**config.mk**
```make
export PLATFORM = sky130hd
export DESIGN_NAME = uart_fe_core
export DESIGN_NICKNAME = d
export VERILOG_FILES = /design/src/rtl/uart_fe_pkg.sv /design/src/rtl/uart_fe_tx.sv /design/src/rtl/uart_fe_rx.sv /design/src/rtl/uart_fe_core.sv
export SDC_FILE = /design/constraint.sdc
export NUM_CORES = 1
export LEC_CHECK = 0
export ABC_AREA = 1
export BUFFER_PORTS_ARGS = -buffer_cell sky130_fd_sc_hd__clkbuf_2
export CORE_ASPECT_RATIO = 1.5
export CORE_MARGIN = 2
export CORE_UTILIZATION = 60
export CTS_BUF_LIST = sky130_fd_sc_hd__clkbuf_8 sky130_fd_sc_hd__clkbuf_16
export DETAILED_ROUTE_END_ITERATION = 16
export PLACE_DENSITY = 0.77
export RECOVER_POWER = 25
export SLEW_MARGIN = 20
export SYNTH_ARGS = -nofsm -noshare
export SYNTH_HDL_FRONTEND = slang
export SYNTH_SLANG_ARGS = --single-unit
```
**constraint.sdc**
```tcl
create_clock -name clk -period 3.2 [get_ports clk]
set_input_delay 0 -clock clk [delete_from_list [all_inputs] [get_ports clk]]
set_output_delay 0 -clock clk [all_outputs]
set_load 0.02 [all_outputs]
```
**src/rtl/uart_fe_pkg.sv**
```systemverilog
package uart_fe_pkg;
  // control register bit positions
  localparam int CB_TOP  = 7;  // format bit 1 or FE, per fe_sel
  localparam int CB_MS1  = 6;
  localparam int CB_RXEN = 4;
  localparam int CB_TB8  = 3;
  localparam int CB_RB8  = 2;
  localparam int CB_TI   = 1;
  localparam int CB_RI   = 0;

  typedef struct packed {
    logic [7:0] data;
    logic       bit9;
  } rx_word_t;
endpackage

```
**src/rtl/uart_fe_tx.sv**
```systemverilog
module uart_fe_tx #(
  parameter int OVS = 16
) (
  input  logic       clk,
  input  logic       rst_n,
  input  logic       tick,
  input  logic       start,
  input  logic       nine,
  input  logic [7:0] data,
  input  logic       tb8,
  output logic       txd,
  output logic       stop_pulse
);
  localparam int CW = $clog2(OVS);

  logic [10:0]   sh;
  logic          busy;
  logic [CW-1:0] cnt;
  logic [3:0]    idx;
  logic [3:0]    stop_idx;

  assign stop_idx = nine ? 4'd10 : 4'd9;
  assign txd      = sh[0];

  always_ff @(posedge clk or negedge rst_n) begin
    if (!rst_n) begin
      sh         <= '1;
      busy       <= 1'b0;
      cnt        <= '0;
      idx        <= '0;
      stop_pulse <= 1'b0;
    end else begin
      stop_pulse <= 1'b0;
      if (start) begin
        sh   <= {1'b1, (nine ? tb8 : 1'b1), data, 1'b0};
        busy <= 1'b1;
        cnt  <= '0;
        idx  <= '0;
      end else if (busy && tick) begin
        if (cnt == CW'(OVS - 1)) begin
          cnt <= '0;
          if (idx == stop_idx) begin
            busy <= 1'b0;
            sh   <= '1;
          end else begin
            sh  <= {1'b1, sh[10:1]};
            idx <= idx + 4'd1;
            if (idx + 4'd1 == stop_idx) stop_pulse <= 1'b1;
          end
        end else begin
          cnt <= cnt + CW'(1);
        end
      end
    end
  end

  // line rests high outside a frame
  a_r2_idle_line_high: assert property (@(posedge clk) disable iff (!rst_n)
    !busy |-> txd);
  // the TI event coincides with a high stop bit on the line
  a_r3_stop_pulse_on_high: assert property (@(posedge clk) disable iff (!rst_n)
    stop_pulse |-> (txd && busy));
endmodule

```
**src/rtl/uart_fe_rx.sv**
```systemverilog
module uart_fe_rx
  import uart_fe_pkg::*;
#(
  parameter int OVS = 16
) (
  input  logic     clk,
  input  logic     rst_n,
  input  logic     tick,
  input  logic     rxd_raw,
  input  logic     en,
  input  logic     nine,
  input  logic     fe_en,
  output logic     done,
  output logic     bad_stop,
  output rx_word_t word
);
  localparam int CW  = $clog2(OVS);
  localparam int MID = OVS / 2;

  logic          sync1, rxd_s;
  logic          busy;
  logic [CW-1:0] cnt;
  logic [3:0]    idx;
  logic          sa, sb, vote;
  logic [8:0]    sh, sh_nx;
  logic [3:0]    last_data;

  assign last_data = nine ? 4'd9 : 4'd8;
  assign vote      = (sa & sb) | (sa & rxd_s) | (sb & rxd_s);
  assign sh_nx     = {vote, sh[8:1]};

  function automatic rx_word_t pick(input logic [8:0] s, input logic n9);
    rx_word_t w;
    if (n9) begin
      w.data = s[7:0];
      w.bit9 = s[8];
    end else begin
      w.data = s[8:1];
      w.bit9 = 1'b0;
    end
    return w;
  endfunction

  always_ff @(posedge clk or negedge rst_n) begin
    if (!rst_n) begin
      sync1 <= 1'b1;
      rxd_s <= 1'b1;
    end else begin
      sync1 <= rxd_raw;
      rxd_s <= sync1;
    end
  end

  always_ff @(posedge clk or negedge rst_n) begin
    if (!rst_n) begin
      busy     <= 1'b0;
      cnt      <= '0;
      idx      <= '0;
      sa       <= 1'b1;
      sb       <= 1'b1;
      sh       <= '0;
      done     <= 1'b0;
      bad_stop <= 1'b0;
      word     <= '0;
    end else begin
      done     <= 1'b0;
      bad_stop <= 1'b0;
      if (!busy) begin
        if (tick && en && !rxd_s) begin
          busy <= 1'b1;
          cnt  <= CW'(1);
          idx  <= '0;
        end
      end else if (tick) begin
        if (cnt == CW'(OVS - 1)) begin
          cnt <= '0;
          idx <= idx + 4'd1;
        end else begin
          cnt <= cnt + CW'(1);
        end
        if (cnt == CW'(MID - 1)) sa <= rxd_s;
        if (cnt == CW'(MID))     sb <= rxd_s;
        if (cnt == CW'(MID + 1)) begin
          if (idx == 4'd0) begin
            if (vote) busy <= 1'b0;           // false start
          end else if (idx <= last_data) begin
            sh <= sh_nx;
            if (idx == last_data && !fe_en) begin
              done <= 1'b1;
              word <= pick(sh_nx, nine);
            end
          end else begin
            busy <= 1'b0;                     // stop bit judged, re-arm
            if (fe_en) begin
              done     <= 1'b1;
              word     <= pick(sh, nine);
              bad_stop <= !vote;
            end
          end
        end
      end
    end
  end

  // a frame only begins while reception is enabled
  a_r4_start_needs_enable: assert property (@(posedge clk) disable iff (!rst_n)
    $rose(busy) |-> $past(en));
  // a bad stop is only reported together with frame completion
  a_r7_bad_with_done: assert property (@(posedge clk) disable iff (!rst_n)
    bad_stop |-> done);
endmodule

```
**src/rtl/uart_fe_core.sv**
```systemverilog
module uart_fe_core
  import uart_fe_pkg::*;
#(
  parameter int OVS = 16
) (
  input  logic       clk,
  input  logic       rst_n,
  input  logic       sample_tick,
  input  logic       fe_sel,
  input  logic       reg_wr,
  input  logic       reg_sel,
  input  logic [7:0] reg_wdata,
  output logic [7:0] reg_rdata,
  input  logic       rxd,
  output logic       txd,
  output logic       irq
);
  logic     ctrl_wr, data_wr;
  logic     ms0, ms1, rxen, tb8, rb8, ti, ri, fe;
  logic [7:0] rxbuf;
  logic     tx_stop, rx_done, rx_bad;
  rx_word_t rx_word;
  logic     unused_wbit;

  assign ctrl_wr     = reg_wr && !reg_sel;
  assign data_wr     = reg_wr &&  reg_sel;
  assign unused_wbit = reg_wdata[5];

  uart_fe_tx #(.OVS(OVS)) u_tx (
    .clk(clk), .rst_n(rst_n), .tick(sample_tick), .start(data_wr),
    .nine(ms0), .data(reg_wdata), .tb8(tb8), .txd(txd), .stop_pulse(tx_stop)
  );

  uart_fe_rx #(.OVS(OVS)) u_rx (
    .clk(clk), .rst_n(rst_n), .tick(sample_tick), .rxd_raw(rxd), .en(rxen),
    .nine(ms0), .fe_en(fe_sel), .done(rx_done), .bad_stop(rx_bad), .word(rx_word)
  );

  always_ff @(posedge clk or negedge rst_n) begin
    if (!rst_n) begin
      ms0 <= 1'b0; ms1 <= 1'b0; rxen <= 1'b0; tb8 <= 1'b0;
      rb8 <= 1'b0; ti  <= 1'b0; ri   <= 1'b0; fe  <= 1'b0;
      rxbuf <= '0;
    end else begin
      if (ctrl_wr) begin
        if (!fe_sel) ms0 <= reg_wdata[CB_TOP];
        ms1  <= reg_wdata[CB_MS1];
        rxen <= reg_wdata[CB_RXEN];
        tb8  <= reg_wdata[CB_TB8];
      end
      // hardware events take priority over a same-cycle software write
      if (tx_stop)      ti <= 1'b1;
      else if (ctrl_wr) ti <= reg_wdata[CB_TI];
      if (rx_done)      ri <= 1'b1;
      else if (ctrl_wr) ri <= reg_wdata[CB_RI];
      if (rx_done && ms0) rb8 <= rx_word.bit9;
      else if (ctrl_wr)   rb8 <= reg_wdata[CB_RB8];
      if (rx_bad) fe <= 1'b1;
      else if (ctrl_wr && fe_sel && !reg_wdata[CB_TOP]) fe <= 1'b0;
      if (rx_done) rxbuf <= rx_word.data;
    end
  end

  always_comb begin
    reg_rdata = '0;
    if (reg_sel) begin
      reg_rdata = rxbuf;
    end else begin
      reg_rdata[CB_TOP]  = fe_sel ? fe : ms0;
      reg_rdata[CB_MS1]  = ms1;
      reg_rdata[CB_RXEN] = rxen;
      reg_rdata[CB_TB8]  = tb8;
      reg_rdata[CB_RB8]  = rb8;
      reg_rdata[CB_TI]   = ti;
      reg_rdata[CB_RI]   = ri;
    end
  end

  assign irq = ti | ri;

  // FE holds unless cleared by a software write of 0 under fe_sel
  a_r7_fe_sticky: assert property (@(posedge clk) disable iff (!rst_n)
    (fe && !(ctrl_wr && fe_sel && !reg_wdata[CB_TOP])) |=> fe);
  // the stop-bit event always leaves TI set
  a_r9_ti_set_wins: assert property (@(posedge clk) disable iff (!rst_n)
    tx_stop |=> ti);
  // a completed frame always leaves RI set
  a_r9_ri_set_wins: assert property (@(posedge clk) disable iff (!rst_n)
    rx_done |=> ri);
  // writes under fe_sel leave the format bit alone
  a_r8_format_kept: assert property (@(posedge clk) disable iff (!rst_n)
    (ctrl_wr && fe_sel) |=> $stable(ms0));
endmodule

```
After elaboration in Yosys (flattened, before gate mapping)
Cells that the tools add are included.

Add/sub/neg operators: 4. Multipliers: 0. Divide/modulo/power cells: 0. Magnitude comparators: 1. Eq/ne operators: 12. Shift operators: 0. Multiplexer cells: 68. Bitwise gates (word level): 8. Reduce and logical (&&, ||, !) cells: 34.

Operator list (number): $mux 4 (15); $mux 9 (5); $mux 1 (41); $mux 11 (3); $reduce_bool 2->1 (9); $add 4x1->4 const B (4); $eq 4x4->1 const B (4); $reduce_and 3->1 (5); $eq 4x4->1 (3); $mux 10 (1); $logic_and 1x1->1 (9); $ne 2x2->1 const B (4); $reduce_and 2->1 (3); $reduce_and 6->1 (1); $logic_not 1->1 (5); $mux 5 (1); $reduce_and 5->1 (1); $eq 4x3->1 const B (1); $le 4x4->1 (1); $logic_not 4->1 (1); $mux 2 (2); $and 1x1->1 (3); $or 1x1->1 (3); $not 1->1 (2).

Register bits after elaboration: 70. Latch bits: 0. Memory bits (writable): 0. ROM bits: 0. Input bits: 15. Output and inout bits: 10. Memories kept: 0.

Depth between registers and ports, before layout
Gate-level depths: netlist of run 1.

Word-level depth: 10. Depth in mapped cells: 11. Mapped depth without buffers: 11.

Hierarchy
Synthesis of run 1 repeated with hierarchy kept, for this count alone.

Cell total of the unflattened synthesis: 479. Area, all modules: 3839.9 um^2.

Modules (own cells, without submodules): uart_fe_rx (times used 1, cells an instance 225, area each 1824.2 um^2, sequential area each 830.8 um^2); uart_fe_tx (times used 1, cells an instance 150, area each 1212.4 um^2, sequential area each 513.0 um^2); uart_fe_core (times used 1, cells an instance 104, area each 803.3 um^2, sequential area each 400.4 um^2).

Least setup slack after synthesis of run 1
No wires, ideal clock.

Path type: register -> register. Start: register u_rx.idx[0]. End: register u_rx.sh[7]. Library setup time: 0.118 ns. Arrival: 1.381 ns. Required time: 3.082 ns. Path slack: 1.701 ns. Stages on the path, launching flop included: 12. Buffers on the path: 1. Path through: dfrtp_1 > inv_1 > ha_1 > inv_1 > nand2_1 > nand2_1 > nand2_1 > inv_4 > nor2_8 > buf_6 > nand2_1 > o21ai_2.

Cells in the longest elaborated chain, start to end: 3.

RTL lines: start: declaration (RTL line uart_fe_rx.sv:23) `logic [3:0] idx;`; start signal: assignment (RTL line uart_fe_rx.sv:77) `idx <= idx + 4'd1;`; branches (longest 2 deep; another with $le 4x4->1); $reduce_and 5->1 (no source line) (*); end signal: assignment (RTL line uart_fe_rx.sv:87) `sh <= sh_nx;`; end: declaration (RTL line uart_fe_rx.sv:25) `logic [8:0] sh, sh_nx;`.

Every way passes the cells marked *. A chain may end at the register's enable or synchronous reset.

Worst setup path after layout of run 1
Start: register u_rx.idx[0]. End: register u_rx.sh[2].

Same word-level chain as after synthesis.

==> out/results.ini, run 1 <==
[outcome]
status=finished clean

[yosys]
synth_area_mm2=0.00356
syn_inst=445
postSynthAreaPerCell_um2=7.99
synth_area_leaders=dfrtp_1, nand2_1, dfstp_2, o21ai_0, inv_1
ys_warn_count=0
synth.top_cell.area_share_pct=38.7
synthesis.nets=468
synth_edf_count=0
synth-seq-area-share_pct=49.0
async_reset_ff_share_pct=100
synth_top_flop_cell=dfrtp_1
ys_types=37
yosysTopAreaCell=dfrtp_1
ys_ff_latch=69

[global_routing]
grt_start_max_net_pins=42
grt_pass1_vias=2878
antenna_found_initial=0
grt_usage_pct=25.3
grt_pass1_wl_mm=12.8
grt_overflow_total=0

[power]
powerDensity_mw_per_mm2=695
ir_drop_uv=354
internal_power_uw=1850
switching_share_pct=34.1
finalPower_uw=2810
p_leak_uw=0.00209
p_sw_uw=957
pwr-share-comb_pct=26.2
pwr-share-clk_pct=29.8
seqPwrFrac_pct=44.0

[floorplan]
start_util_pct=61.9
num_rows=34
io_pins=25
core_mm2=0.00574
die_area_mm2=0.00657
die_h_um=98.3
die_w_um=66.9

[drt]
vias_per_cell=5.18
postRouteAntennaNets=0
avgRoutedWirePerCell_um=13.4
wl_mm=7.46
first_pass_iters=7
drcViolationCount=0
first_iter_violations=138
vias=2893

[critical_path]
endpoint_kind=register
start_kind=register
worstPathCellList=inv_1, ha_1, inv_1, nand2_1, nand2_1, nand2_1, inv_4, nor2_8, inv_1, nand2_1, nand2_1
path_max_fanout=16
worst_path_most_repeated_cell=nand2_1
critPathRequiredTime_ns=3.43
critPathKind=reg2reg
crit_arrival_ns=2.15
crit_slowest_cell=dfrtp_1
cpPeakStageDelay_ns=0.38

[timing]
fmax_mhz=520
finalCritPeriodShare_pct=60.1
setup_viol=0
tns_ns=0
slew_violations=0
finalHoldViolCount=0
skew_ns=0.0129
fin_crit_ns=1.92
tightest_slew_ns=0.892
rsz0062_at_grt=no
relSlewSlack_pct=40.5
final.setup.worst_slack_ns=1.28

[finish]
syn2layout_area_growth_pct=13.6
antenna_cells=0
drive_gt1_share_pct=15.2
layout.nets=504
design_area_mm2=0.00404
fill_cells=466

[clock_tree]
cts_resized=0
ctsHoldBuffers=10
cts_buffer_depth=2
cts_setup_buffers=0
cts.sinks=69
clk_pin_slew_ns=0.07
cts_made_buffers=9
clk_latency_ns=0.34
cts_tree=built
clock-root-buffer=clkbuf_8
h-tree-depth=3

[worst_hold_path]
hp-class=in2reg

[place]
io_buffers=24
place_area_mm2=0.00371
dp_hpwl_mm=5.40
pre_cts_ws_ns=1.32
gp_congestion=0.793

[job]
cap_violations=0

[final timing paths]
path	start	to	slack, ns	cells after the start
min in group asynchronous	rst_n	u_rx.cnt[0]$_DFFE_PN0P_	0.33	2
hold / removal	fe_sel	ms0$_DFFE_PN0P_	0.08	4
max in group asynchronous	rst_n	u_tx.sh[6]$_DFFE_PN1P_	1.94	3
setup reg to reg	u_rx.idx[0]$_DFFE_PN0P_	u_rx.sh[2]$_DFFE_PN0P_	1.28	11
hold reg to reg	u_rx.sync1$_DFF_PN1_	u_rx.rxd_s$_DFF_PN1_	0.37	0
setup / recovery	u_rx.idx[0]$_DFFE_PN0P_	u_rx.sh[2]$_DFFE_PN0P_	1.28	11
[state kept, by name (all words and copies together), names as in the netlist, 4 cells and up]
signal	count
rxbuf	8
u_rx.cnt	4
u_rx.idx	4
u_rx.sh	9
u_rx.word	9
u_tx.cnt	4
u_tx.idx	4
u_tx.sh	10
[power by group through the flow]
| stage | Clock (µW) | Combinational, µW | Sequential (µW) |
|---|---|---|---|
| floorplan | 0 | 571 | 1200 |
| global placement | 0 | 695 | 1240 |
| detailed placement | 0 | 721 | 1250 |
| CTS | 854 | 737 | 1230 |
| global route | 894 | 851 | 1260 |
| finish | 837 | 735 | 1240 |
[cell usage in the layout (no fill, tap or decap), types with 3 or more instances in the layout]
| cell type | instances |
|---|---|
| bufinv_16 | 3 |
| clkbuf_2 | 19 |
| nand2_1 | 156 |
| ha_1 | 8 |
| dfstp_2 | 14 |
| xor2_1 | 3 |
| clkbuf_1 | 4 |
| o21ai_0 | 40 |
| mux2_2 | 3 |
| nor3_1 | 4 |
| o21ai_1 | 5 |
| a21oi_1 | 10 |
| nor2_2 | 3 |
| dfrtp_1 | 55 |
| nand4_1 | 6 |
| nor2_1 | 23 |
| clkbuf_8 | 9 |
| nand3_1 | 28 |
| nand2_2 | 3 |
| inv_1 | 53 |
| dlygate4sd3_1 | 10 |
[cell families (layout without fill, tap and decap cells)]
| group | Yosys count | in the layout | synth area share [%] |
|---|---|---|---|
| and+or+nand+nor | 233 | 233 | 28.9 |
| DFF | 69 | 69 | 49.0 |
| buffers and inverters | 67 | 108 | 8.09 |
| AOI/OAI and AO/OA | 61 | 61 | 9.25 |
| adders and majority gates | 8 | 8 | 2.82 |
| xor gates and xnor gates | 4 | 4 | 0.985 |
| muxes | 3 | 3 | 0.950 |
[synth_stat cells, drive strengths merged, types with 4 or more instances]
cell,n
nand2,161
dfrtp,55
inv,55
o21ai,46
nand3,29
nor2,29
dfstp,14
a21oi,11
buf,9
ha,8
nand4,7
nor3,4
[routing by layer]
layer	part of all wire (%)	GRT usage, %
met5	0	0
met4	1.2	7.54
met2	56	46.2
met1	41	28.7
met3	2.4	5.30
[cell type report]
type                    instances  area [µm²]  area share, %
clock buffers                   9         124           3.07
inverters                      56         213           5.27
well taps                      72        90.1           2.23
multi-input cells             309        1520           37.7
repair buffers                 36         230           5.70
flip-flops and latches         69        1740           43.2
clock inverters                 7         116           2.88
[worst max-delay path, delay by kind of cell (launching register included)]
family                     cells  cell delay, ns
and+or+nand+nor                6            0.76
buffers and inverters          4            0.37
adders and majority gates      1            0.30
DFF                            1            0.38
[stage by stage]
| stage | util (%) | hold WS, ns | cells |
|---|---|---|---|
| 2_1_floorplan | - | -0.296 | 445 |
| 3_3_place_gp | 64.5 | 0.0910 | 532 |
| 3_5_place_dp | 64.5 | 0.0989 | 532 |
| 4_1_cts | 70.5 | 0.0736 | 558 |
| 5_1_grt | 70.3 | 0.0793 | 558 |
| 6_report | 70.3 | 0.0784 | 558 |
No activity file was read; power rests on OpenSTA's default activity.
==> run 2: changes to the inputs <==
==> constraint.sdc (replaced) <==
create_clock -name clk -period 1.9 [get_ports clk]
set_input_delay 0 -clock clk [delete_from_list [all_inputs] [get_ports clk]]
set_output_delay 0 -clock clk [all_outputs]
set_load 0.02 [all_outputs]
==> out/results.ini, run 2 (synthesis results as in run 1) <==
[drt]
drcViolationCount=0
avgRoutedWirePerCell_um=13.2
vias_per_cell=5.21
vias=2917
first_pass_iters=4
postRouteAntennaNets=0
first_iter_violations=189
wl_mm=7.40

[finish]
reg_top3=u_tx.sh: 10 flops, u_rx.sh: 9 flops, u_rx.word: 9 flops
largest_register=u_tx.sh
drive_gt1_share_pct=16.6
syn2layout_area_growth_pct=13.0
design_area_mm2=0.00402
layout_common_cells=nand2_1, dfrtp_1, inv_1
layout.nets=506
fill_cells=448
largest_reg_flops=10
antenna_cells=0
final_common_cell=nand2_1

[global_routing]
grt_usage_pct=25.1
grt_overflow_total=0
antenna_found_initial=0
grt_pass1_vias=2877
grt_start_max_net_pins=70
grt_pass1_wl_mm=12.5

[clock_tree]
cts_buffer_depth=2
h-tree-depth=3
clk_pin_slew_ns=0.07
cts_setup_buffers=0
cts.sinks=69
ctsHoldBuffers=10
clk_latency_ns=0.34
clock-root-buffer=clkbuf_8
cts_tree=built
cts_resized=0
cts_made_buffers=9

[timing]
setup_viol=0
slew_violations=0
rsz0062_at_grt=no
tightest_slew_ns=1.48
skew_ns=0.00922
holdWs_ns=0.0622
finalCritPeriodShare_pct=88.5
relSlewSlack_pct=1.61
final.setup.worst_slack_ns=0.218
tns_ns=0
finalHoldViolCount=0
fin_crit_ns=1.68
fmax_mhz=594

[job]
cap_violations=0

[power]
p_leak_uw=0.00209
p_sw_uw=1640
pwr-share-clk_pct=26.3
seqPwrFrac_pct=46.0
pwr-share-comb_pct=27.7
ir_drop_uv=560
powerDensity_mw_per_mm2=1130
switching_share_pct=36.1
internal_power_uw=2900

[worst_hold_path]
worstHoldPathCells=3
hp-class=in2reg

[critical_path]
path_max_fanout=16
critPathKind=reg2reg
start_kind=register
worstRegToRegCells=11
endpoint_kind=register
crit_arrival_ns=1.91
critPathRequiredTime_ns=2.13

[place]
gp_congestion=0.842
dp_hpwl_mm=5.29
io_buffers=24
place_area_mm2=0.00373
pre_cts_ws_ns=0.226

[floorplan]
die_area_mm2=0.00657
die_h_um=98.3
start_util_pct=61.9
io_pins=25
core_mm2=0.00574
num_rows=34
die_w_um=66.9

[outcome]
status=finished clean

## run 2: metal layers
layer	global-route usage, %	wire, µm	vias to the layer above
li1	-	-	1487
met1	28.5	3080	1378
met2	46.0	4040	45
met3	3.11	203	7
met4	10.0	77	0
met5	0	0	-
## run 2: area by class of cell
class	instances	area, µm²	share of cell area, %
multi-input cells	309	1520	37.9
clock inverters	6	62.6	1.56
inverters	56	213	5.29
flip-flops and latches	69	1740	43.4
well taps	72	90.1	2.24
clock buffers	10	138	3.42
repair buffers	38	248	6.16
## run 2: worst max-delay path, stage by stage (launching register included)
cell     delay [ns]
dfrtp_1        0.38
inv_1          0.09
ha_1           0.30
inv_1          0.04
nand2_1        0.04
nand2_1        0.07
nand2_1        0.13
inv_4          0.09
nor2_8         0.21
inv_1          0.10
nand2_1        0.06
nand2_1        0.05
## run 2: worst paths after layout
kind	end	slack, ns	start
max	u_rx.sh[2]$_DFFE_PN0P_	0.22	u_rx.idx[0]$_DFFE_PN0P_
min	u_rx.bad_stop$_DFF_PN0_	0.06	fe_sel
max reg2reg	u_rx.sh[2]$_DFFE_PN0P_	0.22	u_rx.idx[0]$_DFFE_PN0P_
min reg2reg	u_rx.rxd_s$_DFF_PN1_	0.37	u_rx.sync1$_DFF_PN1_
max in group asynchronous	u_rx.word[8]$_DFFE_PN0P_	0.36	rst_n
min in group asynchronous	u_rx.cnt[0]$_DFFE_PN0P_	0.64	rst_n
## run 2: power by group through the flow
| stage | sequential [µW] | clock (µW) | combinational, µW |
|---|---|---|---|
| floorplan | 2020 | 0 | 961 |
| global placement | 2090 | 0 | 1190 |
| detailed placement | 2110 | 0 | 1230 |
| CTS | 2080 | 1210 | 1270 |
| global route | 2130 | 1280 | 1470 |
| finish | 2090 | 1190 | 1260 |
## run 2: metrics by stage
step	utilization [%]	power, µW	cells
4_1_cts	70.2	4560	560
3_5_place_dp	65.0	3340	534
5_1_grt	70.0	4870	560
3_3_place_gp	65.0	3280	534
6_report	70.0	4540	560
2_1_floorplan	-	2980	445
